==> src/rtl/doe_mbx_pkg.sv <==
package doe_mbx_pkg;
  // Dword register selectors (cfg_addr[4:2]); the layout is fixed by software.
  localparam logic [2:0] SEL_CAP  = 3'd1;
  localparam logic [2:0] SEL_CTRL = 3'd2;
  localparam logic [2:0] SEL_STAT = 3'd3;
  localparam logic [2:0] SEL_WMB  = 3'd4;
  localparam logic [2:0] SEL_RMB  = 3'd5;

  // Control and status bit positions.
  localparam int CTL_ABORT = 0;
  localparam int CTL_IEN   = 1;
  localparam int CTL_GO    = 31;
  localparam int ST_BUSY   = 0;
  localparam int ST_ISTS   = 1;
  localparam int ST_ERR    = 2;
  localparam int ST_RDY    = 31;

  // Width of the object length field in header dword 1.
  localparam int LEN_W = 18;
endpackage

==> src/rtl/doe_req_buf.sv <==
module doe_req_buf #(
  parameter int DEPTH = 16,
  parameter int AW    = $clog2(DEPTH),
  parameter int CW    = $clog2(DEPTH + 1),
  parameter int LW    = 18
) (
  input  logic          clk,
  input  logic          rst,
  input  logic          clr,
  input  logic          wr_en,
  input  logic [31:0]   wr_data,
  input  logic [AW-1:0] rd_addr,
  output logic [31:0]   rd_data,
  output logic [CW-1:0] count,
  output logic          overflow,
  output logic [31:0]   hdr0,
  output logic [LW-1:0] hdr_len
);
  logic [31:0] mem [DEPTH];
  logic        room;

  assign room = (count < CW'(DEPTH));

  // Storage without reset so it maps onto block RAM.
  always_ff @(posedge clk) begin
    if (wr_en && room) mem[count[AW-1:0]] <= wr_data;
    rd_data <= mem[rd_addr];
  end

  always_ff @(posedge clk) begin
    if (rst || clr) begin
      count    <= '0;
      overflow <= 1'b0;
      hdr0     <= '0;
      hdr_len  <= '0;
    end else if (wr_en) begin
      if (room) begin
        count <= count + CW'(1);
        if (count == CW'(0)) hdr0 <= wr_data;
        if (count == CW'(1)) hdr_len <= wr_data[LW-1:0];
      end else begin
        overflow <= 1'b1;
      end
    end
  end

  p_count_bound_r4: assert property (@(posedge clk) disable iff (rst)
    count <= CW'(DEPTH));
  p_overflow_only_full_r4: assert property (@(posedge clk) disable iff (rst)
    overflow |-> (count == CW'(DEPTH)));
endmodule

==> src/rtl/doe_rsp_buf.sv <==
module doe_rsp_buf #(
  parameter int DEPTH = 16,
  parameter int AW    = $clog2(DEPTH),
  parameter int CW    = $clog2(DEPTH + 1)
) (
  input  logic          clk,
  input  logic          rst,
  input  logic          clr,
  input  logic          wr_en,
  input  logic [31:0]   wr_data,
  input  logic          pop,
  output logic [31:0]   q,
  output logic [CW-1:0] len,
  output logic [CW-1:0] idx
);
  logic [31:0] mem [DEPTH];
  logic        room;

  assign room = (len < CW'(DEPTH));

  always_ff @(posedge clk) begin
    if (wr_en && room) mem[len[AW-1:0]] <= wr_data;
    q <= mem[idx[AW-1:0]];
  end

  always_ff @(posedge clk) begin
    if (rst || clr) begin
      len <= '0;
      idx <= '0;
    end else begin
      if (wr_en && room) len <= len + CW'(1);
      if (pop) idx <= idx + CW'(1);
    end
  end

  p_idx_bound_r10: assert property (@(posedge clk) disable iff (rst)
    idx <= len);
endmodule

==> src/rtl/doe_proto_match.sv <==
module doe_proto_match #(
  parameter int NPROT = 3,
  parameter int PW    = 2,
  parameter logic [NPROT-1:0][31:0] PROTOS = '0
) (
  input  logic [31:0]   hdr,
  output logic          hit,
  output logic [PW-1:0] idx
);
  logic [NPROT-1:0] eq;

  for (genvar g = 0; g < NPROT; g++) begin : g_cmp
    assign eq[g] = (hdr == PROTOS[g]);
  end

  // Lowest matching index wins.
  always_comb begin
    hit = 1'b0;
    idx = '0;
    for (int i = NPROT - 1; i >= 0; i--) begin
      if (eq[i]) begin
        hit = 1'b1;
        idx = PW'(i);
      end
    end
  end
endmodule

==> src/rtl/doe_mailbox.sv <==
module doe_mailbox
  import doe_mbx_pkg::*;
#(
  parameter int DEPTH    = 16,
  parameter int NPROT    = 3,
  parameter logic [NPROT-1:0][31:0] PROTOS =
    {32'h0042_1AB3, 32'h0001_0001, 32'h0000_0001},
  parameter bit          INTR_SUP = 1'b1,
  parameter logic [10:0] INTR_VEC = 11'd5,
  parameter int AW = $clog2(DEPTH),
  parameter int PW = (NPROT > 1) ? $clog2(NPROT) : 1
) (
  input  logic          clk,
  input  logic          rst,
  input  logic          cfg_wr,
  input  logic          cfg_rd,
  input  logic [4:0]    cfg_addr,
  input  logic [31:0]   cfg_wdata,
  output logic [31:0]   cfg_rdata,
  output logic          rsp_start,
  output logic [PW-1:0] rsp_proto,
  input  logic [AW-1:0] req_raddr,
  output logic [31:0]   req_rdata,
  input  logic          rsp_wr,
  input  logic [31:0]   rsp_wdata,
  input  logic          rsp_done,
  input  logic          rsp_discard,
  output logic          irq
);
  localparam int CW = $clog2(DEPTH + 1);

  // Address decode
  logic       aligned;
  logic [2:0] sel;
  assign aligned = (cfg_addr[1:0] == 2'b00);
  assign sel     = aligned ? cfg_addr[4:2] : 3'd0;

  // State
  logic busy, ready, error, ists, intr_en;

  // Buffer interfaces
  logic [CW-1:0]    req_cnt, rsp_len, rsp_idx;
  logic             req_ovf;
  logic [31:0]      req_hdr0, rsp_q;
  logic [LEN_W-1:0] req_len;
  logic             hit;
  logic [PW-1:0]    hit_idx;

  // Command decode
  logic wr_ctrl, abort_w, go_w, go_take, req_ok, acc;
  logic fin_ok, fin_bad, pop_w, last_pop, req_clr, rsp_clr;
  logic busy_n, ready_n, error_n, irq_n;

  assign wr_ctrl  = cfg_wr && (sel == SEL_CTRL);
  assign abort_w  = wr_ctrl && cfg_wdata[CTL_ABORT];
  assign go_w     = wr_ctrl && !cfg_wdata[CTL_ABORT] && cfg_wdata[CTL_GO];
  assign go_take  = go_w && !busy && !ready;
  assign req_ok   = hit && !req_ovf && (req_cnt >= CW'(2)) &&
                    (req_len == LEN_W'(req_cnt));
  assign acc      = go_take && req_ok;
  assign fin_bad  = busy && rsp_discard;
  assign fin_ok   = busy && rsp_done && !rsp_discard;
  assign pop_w    = cfg_wr && (sel == SEL_RMB) && ready;
  assign last_pop = pop_w && ((rsp_idx + CW'(1)) >= rsp_len);
  assign req_clr  = abort_w || (go_take && !req_ok) || last_pop || fin_bad;
  assign rsp_clr  = abort_w || last_pop || fin_bad;

  doe_proto_match #(.NPROT(NPROT), .PW(PW), .PROTOS(PROTOS)) u_match (
    .hdr (req_hdr0),
    .hit (hit),
    .idx (hit_idx)
  );

  doe_req_buf #(.DEPTH(DEPTH), .AW(AW), .CW(CW), .LW(LEN_W)) u_req (
    .clk      (clk),
    .rst      (rst),
    .clr      (req_clr),
    .wr_en    (cfg_wr && (sel == SEL_WMB) && !busy && !ready),
    .wr_data  (cfg_wdata),
    .rd_addr  (req_raddr),
    .rd_data  (req_rdata),
    .count    (req_cnt),
    .overflow (req_ovf),
    .hdr0     (req_hdr0),
    .hdr_len  (req_len)
  );

  doe_rsp_buf #(.DEPTH(DEPTH), .AW(AW), .CW(CW)) u_rsp (
    .clk     (clk),
    .rst     (rst),
    .clr     (rsp_clr),
    .wr_en   (rsp_wr && busy),
    .wr_data (rsp_wdata),
    .pop     (pop_w),
    .q       (rsp_q),
    .len     (rsp_len),
    .idx     (rsp_idx)
  );

  // Next-state of the handshake flags
  always_comb begin
    busy_n  = busy;
    ready_n = ready;
    error_n = error;
    if (abort_w) begin
      busy_n  = 1'b0;
      ready_n = 1'b0;
      error_n = 1'b0;
    end else begin
      if (acc) busy_n = 1'b1;
      if (fin_ok) begin
        busy_n  = 1'b0;
        ready_n = (rsp_len != '0) || rsp_wr;
      end
      if (fin_bad) begin
        busy_n  = 1'b0;
        error_n = 1'b1;
      end
      if (last_pop) ready_n = 1'b0;
    end
    irq_n = INTR_SUP && intr_en &&
            ((ready_n && !ready) || (error_n && !error));
  end

  always_ff @(posedge clk) begin
    if (rst) begin
      busy      <= 1'b0;
      ready     <= 1'b0;
      error     <= 1'b0;
      ists      <= 1'b0;
      intr_en   <= 1'b0;
      irq       <= 1'b0;
      rsp_start <= 1'b0;
      rsp_proto <= '0;
    end else begin
      busy      <= busy_n;
      ready     <= ready_n;
      error     <= error_n;
      irq       <= irq_n;
      rsp_start <= acc;
      if (acc) rsp_proto <= hit_idx;
      if (wr_ctrl) intr_en <= cfg_wdata[CTL_IEN];
      if (irq_n) ists <= 1'b1;
      else if (cfg_wr && (sel == SEL_STAT) && cfg_wdata[ST_ISTS]) ists <= 1'b0;
    end
  end

  // Read path: one register stage; the mailbox word comes from the RAM output.
  logic [31:0] rd_reg;
  logic        rd_mb;

  always_ff @(posedge clk) begin
    if (rst) begin
      rd_reg <= '0;
      rd_mb  <= 1'b0;
    end else begin
      rd_mb <= cfg_rd && (sel == SEL_RMB) && ready;
      if (cfg_rd) begin
        case (sel)
          SEL_CAP:  rd_reg <= {20'b0, INTR_VEC, INTR_SUP};
          SEL_CTRL: rd_reg <= {30'b0, intr_en, 1'b0};
          SEL_STAT: rd_reg <= {ready, 28'b0, error, ists, busy};
          default:  rd_reg <= '0;
        endcase
      end
    end
  end

  assign cfg_rdata = rd_mb ? rsp_q : rd_reg;

  p_start_pulse_r5: assert property (@(posedge clk) disable iff (rst)
    rsp_start |=> !rsp_start);
  p_start_busy_r7: assert property (@(posedge clk) disable iff (rst)
    rsp_start |-> busy);
  p_busy_hold_r7: assert property (@(posedge clk) disable iff (rst)
    (busy && !rsp_done && !rsp_discard && !abort_w) |=> busy);
  p_go_ignored_r7: assert property (@(posedge clk) disable iff (rst)
    (go_w && busy) |=> !rsp_start);
  p_ready_busy_excl_r8: assert property (@(posedge clk) disable iff (rst)
    !(ready && busy));
  p_last_pop_r10: assert property (@(posedge clk) disable iff (rst)
    last_pop |=> (!ready && rsp_len == '0));
  p_abort_clears_r11: assert property (@(posedge clk) disable iff (rst)
    abort_w |=> (!busy && !ready && !error));
  p_irq_gate_r12: assert property (@(posedge clk) disable iff (rst)
    irq |-> $past(intr_en));
  p_irq_pulse_r12: assert property (@(posedge clk) disable iff (rst)
    irq |=> !irq);
endmodule

==> config.mk <==
export PLATFORM = sky130hd
export DESIGN_NAME = doe_mailbox
export DESIGN_NICKNAME = d
export VERILOG_FILES = /design/src/rtl/doe_mbx_pkg.sv /design/src/rtl/doe_req_buf.sv /design/src/rtl/doe_rsp_buf.sv /design/src/rtl/doe_proto_match.sv /design/src/rtl/doe_mailbox.sv
export SDC_FILE = /design/constraint.sdc
export NUM_CORES = 1
export LEC_CHECK = 0
export BUFFER_PORTS_ARGS = -buffer_cell sky130_fd_sc_hd__buf_2
export CORE_AREA = 2 2 363 275
export DETAILED_ROUTE_END_ITERATION = 10
export DIE_AREA = 0 0 365 277
export MAX_ROUTING_LAYER = met4
export PLACE_DENSITY_LB_ADDON = 0.3
export SYNTH_ARGS = -nofsm -noshare
export SYNTH_HDL_FRONTEND = slang
export SYNTH_HIERARCHICAL = 1
export SYNTH_SLANG_ARGS = --single-unit
==> constraint.sdc <==
create_clock -name clk -period 5.3 [get_ports clk]
set_clock_uncertainty 0.05 [all_clocks]
set_input_delay 1.06 -clock clk [delete_from_list [all_inputs] [get_ports clk]]
set_output_delay 1.06 -clock clk [all_outputs]
set_load 0.005 [all_outputs]
==> metrics.md <==
| Metric | Value |
|---|---|
| Run status | complete, no violations |
| Worst-case vdd ir drop | 0.281 mV |
| Met2 wire length | 44900 um |
| Synthesis Warnings | 6 |
| P&R area growth vs syn | 14.1% |
| Synthesized instance count | 2162 |
| Post-CTS Setup Inserts | 0 |
| Total number of vias | 21800 |
| Clk sink count | 1169 |
| Hold path start | rd_reg[2] |
| Setup CP Type | reg2reg |
| Setup crit end kind | flop |
| M1 WL | between 40000 and 50000 um |
| Dominant synthesized flop cell | edfxtp_1 |
| CP delay by family, top | simple AND/OR/NAND/NOR gates |
| Pre-antenna DRT Iters | 5 |
| Detailed Place HPWL | 54700 um |
| GR Overflow Total | 0 |
| DRT iter0 DRCs | 2153 |
| PD cells | 365 nW/um2 |
| Starting Density | 0.446 |
| Final #Nets | 2448 |
| Fin crit period | 3730 ps |
| Metal3 WL | 7260 um |
| Critical Path AT | between 4000 and 5000 ps |
| Crit share post-route | 0.704 |
| Post-Syn Nets | around 2300 |
| Post-synthesis sequential area ratio | 0.770 |
| Leak Pwr | 15.8 nW |
| Worst R2R Start | u_req/hdr0[6] |
| Post-synth EDFFs | 1024 |
| CTS buffer count | 111 |
| Die X | 365 um |
| RD Place Congestion | 0.814 |
| Layout fillers | 7767 |
| Distinct cell type count after synthesis | 59 |
| RSZ-0062 raised after global routing | no |
| Worst skew pair latency | 730 ps |
| Mean post-synth cell area | 20.2 um2 |
| ANT nets after route | 0 |
| Die height | 277 um |
| Largest net degree at the start of global routing | 77 |
| Crit path launch type | flop |
| Relative slew margins | 0.157 |
| Critical path fanouts, max | 56 |
| IO Pins | 148 |
| Port Buffers | 147 |
| Clock buffer depth | 3 |
| F_max | 0.268 GHz |
| Crit-path cells | nor4_2, nand4_1, a211oi_1, nor3b_1, nand2_1, nor4_1, or2_2, nand4b_1, or2_2, o21ba_2 |
| Share of post-route cells with drive strength above 1 | 0.281 |
| Setup violators final | 0 |
| CTS root buf | clkbuf_16 |
| Area of the die | a little over 100000 um2 |
| Via density | 5.76 |
| Rows | 100 |
| Max_cap viols | 0 |
| Setup TNS | 0 ps |
| Crit path largest cell delay | 690 ps |
| Worst Path Required | 5890 ps |
| Fin. max-slew vios | 0 |
| Final Total Pwr | 18.2 mW |
| Worst slew pin tran | 1270 ps |
| Routed WL | around 98000 um |
| Top Metal Used | met4 |
| Wirelength per Cell | 25.9 um |
| Core area | around 100000 um2 |
| Worst Setup SP | u_req/hdr0[6] |
| Slowest cell on the critical path | or2_2 |
| Vias in the first global route | 22500 |
| Total Routing Usage GR | 0.202 |
| FF+latch count, synth | 1169 |
| # DRC | 0 |
| Clock H-tree levels | 3 |
| Count of final hold-check violations | 0 |
| Ys async rst share | 0 |
| Initial antenna violation count | 7 |
| Crit path top cell by count | or2_2 |
| CTS tree | done |
| Post-Synthesis Cell Area | 43700 um2 |
| Cts repair resizes | 0 |
| Hold-fix buffer count after cts | 0 |
| Clk slew on worst S/H paths | 60 ps |
| CP bufs+invs | 0 |
| First-pass GRT wire length | 145000 um |
| Hold crit path type | reg2reg |
## worst paths after layout
check / endpoint / slack [ps] / cells after the start
max: u_req/count[4] / 1570 / 10
min reg2reg: rd_reg[2] / 420 / 2
min: rd_reg[2] / 420 / 2
max reg2reg: u_req/count[4] / 1570 / 10
## layout by cell type (no fill, tap or decap), drive strengths merged, types with 2 or more instances in the layout
| cell | synthesis | layout |
|---|---|---|
| and3 | 3 | 3 |
| xnor2 | 9 | 9 |
| nand2b | 10 | 10 |
| clkbuf | 76 | 142 |
| nand3b | 6 | 6 |
| a22oi | 128 | 128 |
| diode | 0 | 7 |
| or4 | 2 | 2 |
| or3 | 2 | 2 |
| buf | 48 | 200 |
| nand4 | 6 | 6 |
| clkinvlp | 0 | 9 |
| nor4b | 3 | 3 |
| nand3 | 63 | 63 |
| bufinv | 0 | 7 |
| nand2 | 87 | 87 |
| and2 | 32 | 32 |
| or2 | 4 | 4 |
| nor2 | 50 | 50 |
| clkinv | 0 | 47 |
| nor2b | 8 | 8 |
| and3b | 3 | 3 |
| dfxtp | 145 | 145 |
| edfxtp | 1024 | 1024 |
| nor4 | 11 | 11 |
| ha | 16 | 16 |
| mux4 | 256 | 256 |
| a21oi | 64 | 64 |
| o21ai | 55 | 55 |
| inv | 11 | 16 |
| mux2 | 5 | 5 |
| nor3 | 9 | 9 |
| xor2 | 6 | 6 |
| mux2i | 4 | 4 |
| and4 | 3 | 3 |
## synthesized netlist by cell type (10+ instances only)
cell	n	area, um2
a21oi_1	64	320
a22oi_1	128	961
and2_1	31	194
buf_1	11	41.3
buf_2	17	85.1
buf_4	15	113
clkbuf_1	75	282
dfxtp_1	145	2900
edfxtp_1	1024	30700
ha_1	16	200
inv_1	11	41.3
mux4_2	256	5770
nand2_1	87	327
nand2b_1	10	62.6
nand3_1	62	310
nor2_1	50	188
o21ai_0	48	240
## worst reg2reg max path, stage by stage, from the launching register on
cell and delay (ps):
dfxtp_1 320, nor4_2 330, nand4_1 240, a211oi_1 360, nor3b_1 300, nand2_1 100
nor4_1 570, or2_2 210, nand4b_1 100, or2_2 690, o21ba_2 390
## cells by family (layout without fill, tap and decap cells)
| family | Yosys count | count (layout) | share of synthesized area |
|---|---|---|---|
| xor gates and xnor gates | 15 | 15 | 0.00301 |
| AOI/OAI and AO/OA | 256 | 256 | 0.0373 |
| adders and majority gates | 16 | 16 | 0.00458 |
| and+or+nand+nor | 306 | 306 | 0.0369 |
| muxes | 265 | 265 | 0.134 |
| DFF | 1169 | 1169 | 0.770 |
| other | 0 | 7 | 0 |
| buffers and inverters | 135 | 421 | 0.0143 |
## through the flow
| stage | util | instance area [um2] | hold slack [ps] | setup WS (ps) | instances |
|---|---|---|---|---|---|
| 2_1_floorplan | - | 43700 | 388 | 928 | 2162 |
| 3_3_place_gp | 0.472 | 46300 | 411 | 1430 | 3565 |
| 3_5_place_dp | 0.472 | 46300 | 419 | 1380 | 3565 |
| 4_1_cts | 0.508 | 49900 | 427 | 1610 | 3774 |
| 5_1_grt | 0.509 | 49900 | 436 | 1360 | 3780 |
| 6_report | 0.509 | 49900 | 420 | 1570 | 3781 |
## final cells by class
class                           instances  area, um2  area share
Clock buffer                          141       2940      0.0589
Tap cell                             1326       1660      0.0333
Inverter                               11       41.3    0.000828
Antenna cell                            7       17.5    0.000351
Multi-Input combinational cell        858       9720       0.195
Sequential cell                      1169      33700       0.675
Clock inverter                         68        638      0.0128
Timing Repair Buffer                  201       1210      0.0244
## routing by layer
layer  vias to the layer above  GRT usage
met5                         -          -
met4                         0     0.0483
met3                       135     0.0419
met2                       811      0.294
met1                     11600      0.293
li1                       9248          -
## where the power goes
| group | total [mW] | switching (mW) | internal, mW |
|---|---|---|---|
| clock | 7.73 | 3.43 | 4.30 |
| sequential | 10.0 | 0.00946 | 10.0 |
| combinational | 0.445 | 0.289 | 0.156 |
No activity file was read; power rests on OpenSTA's default activity.
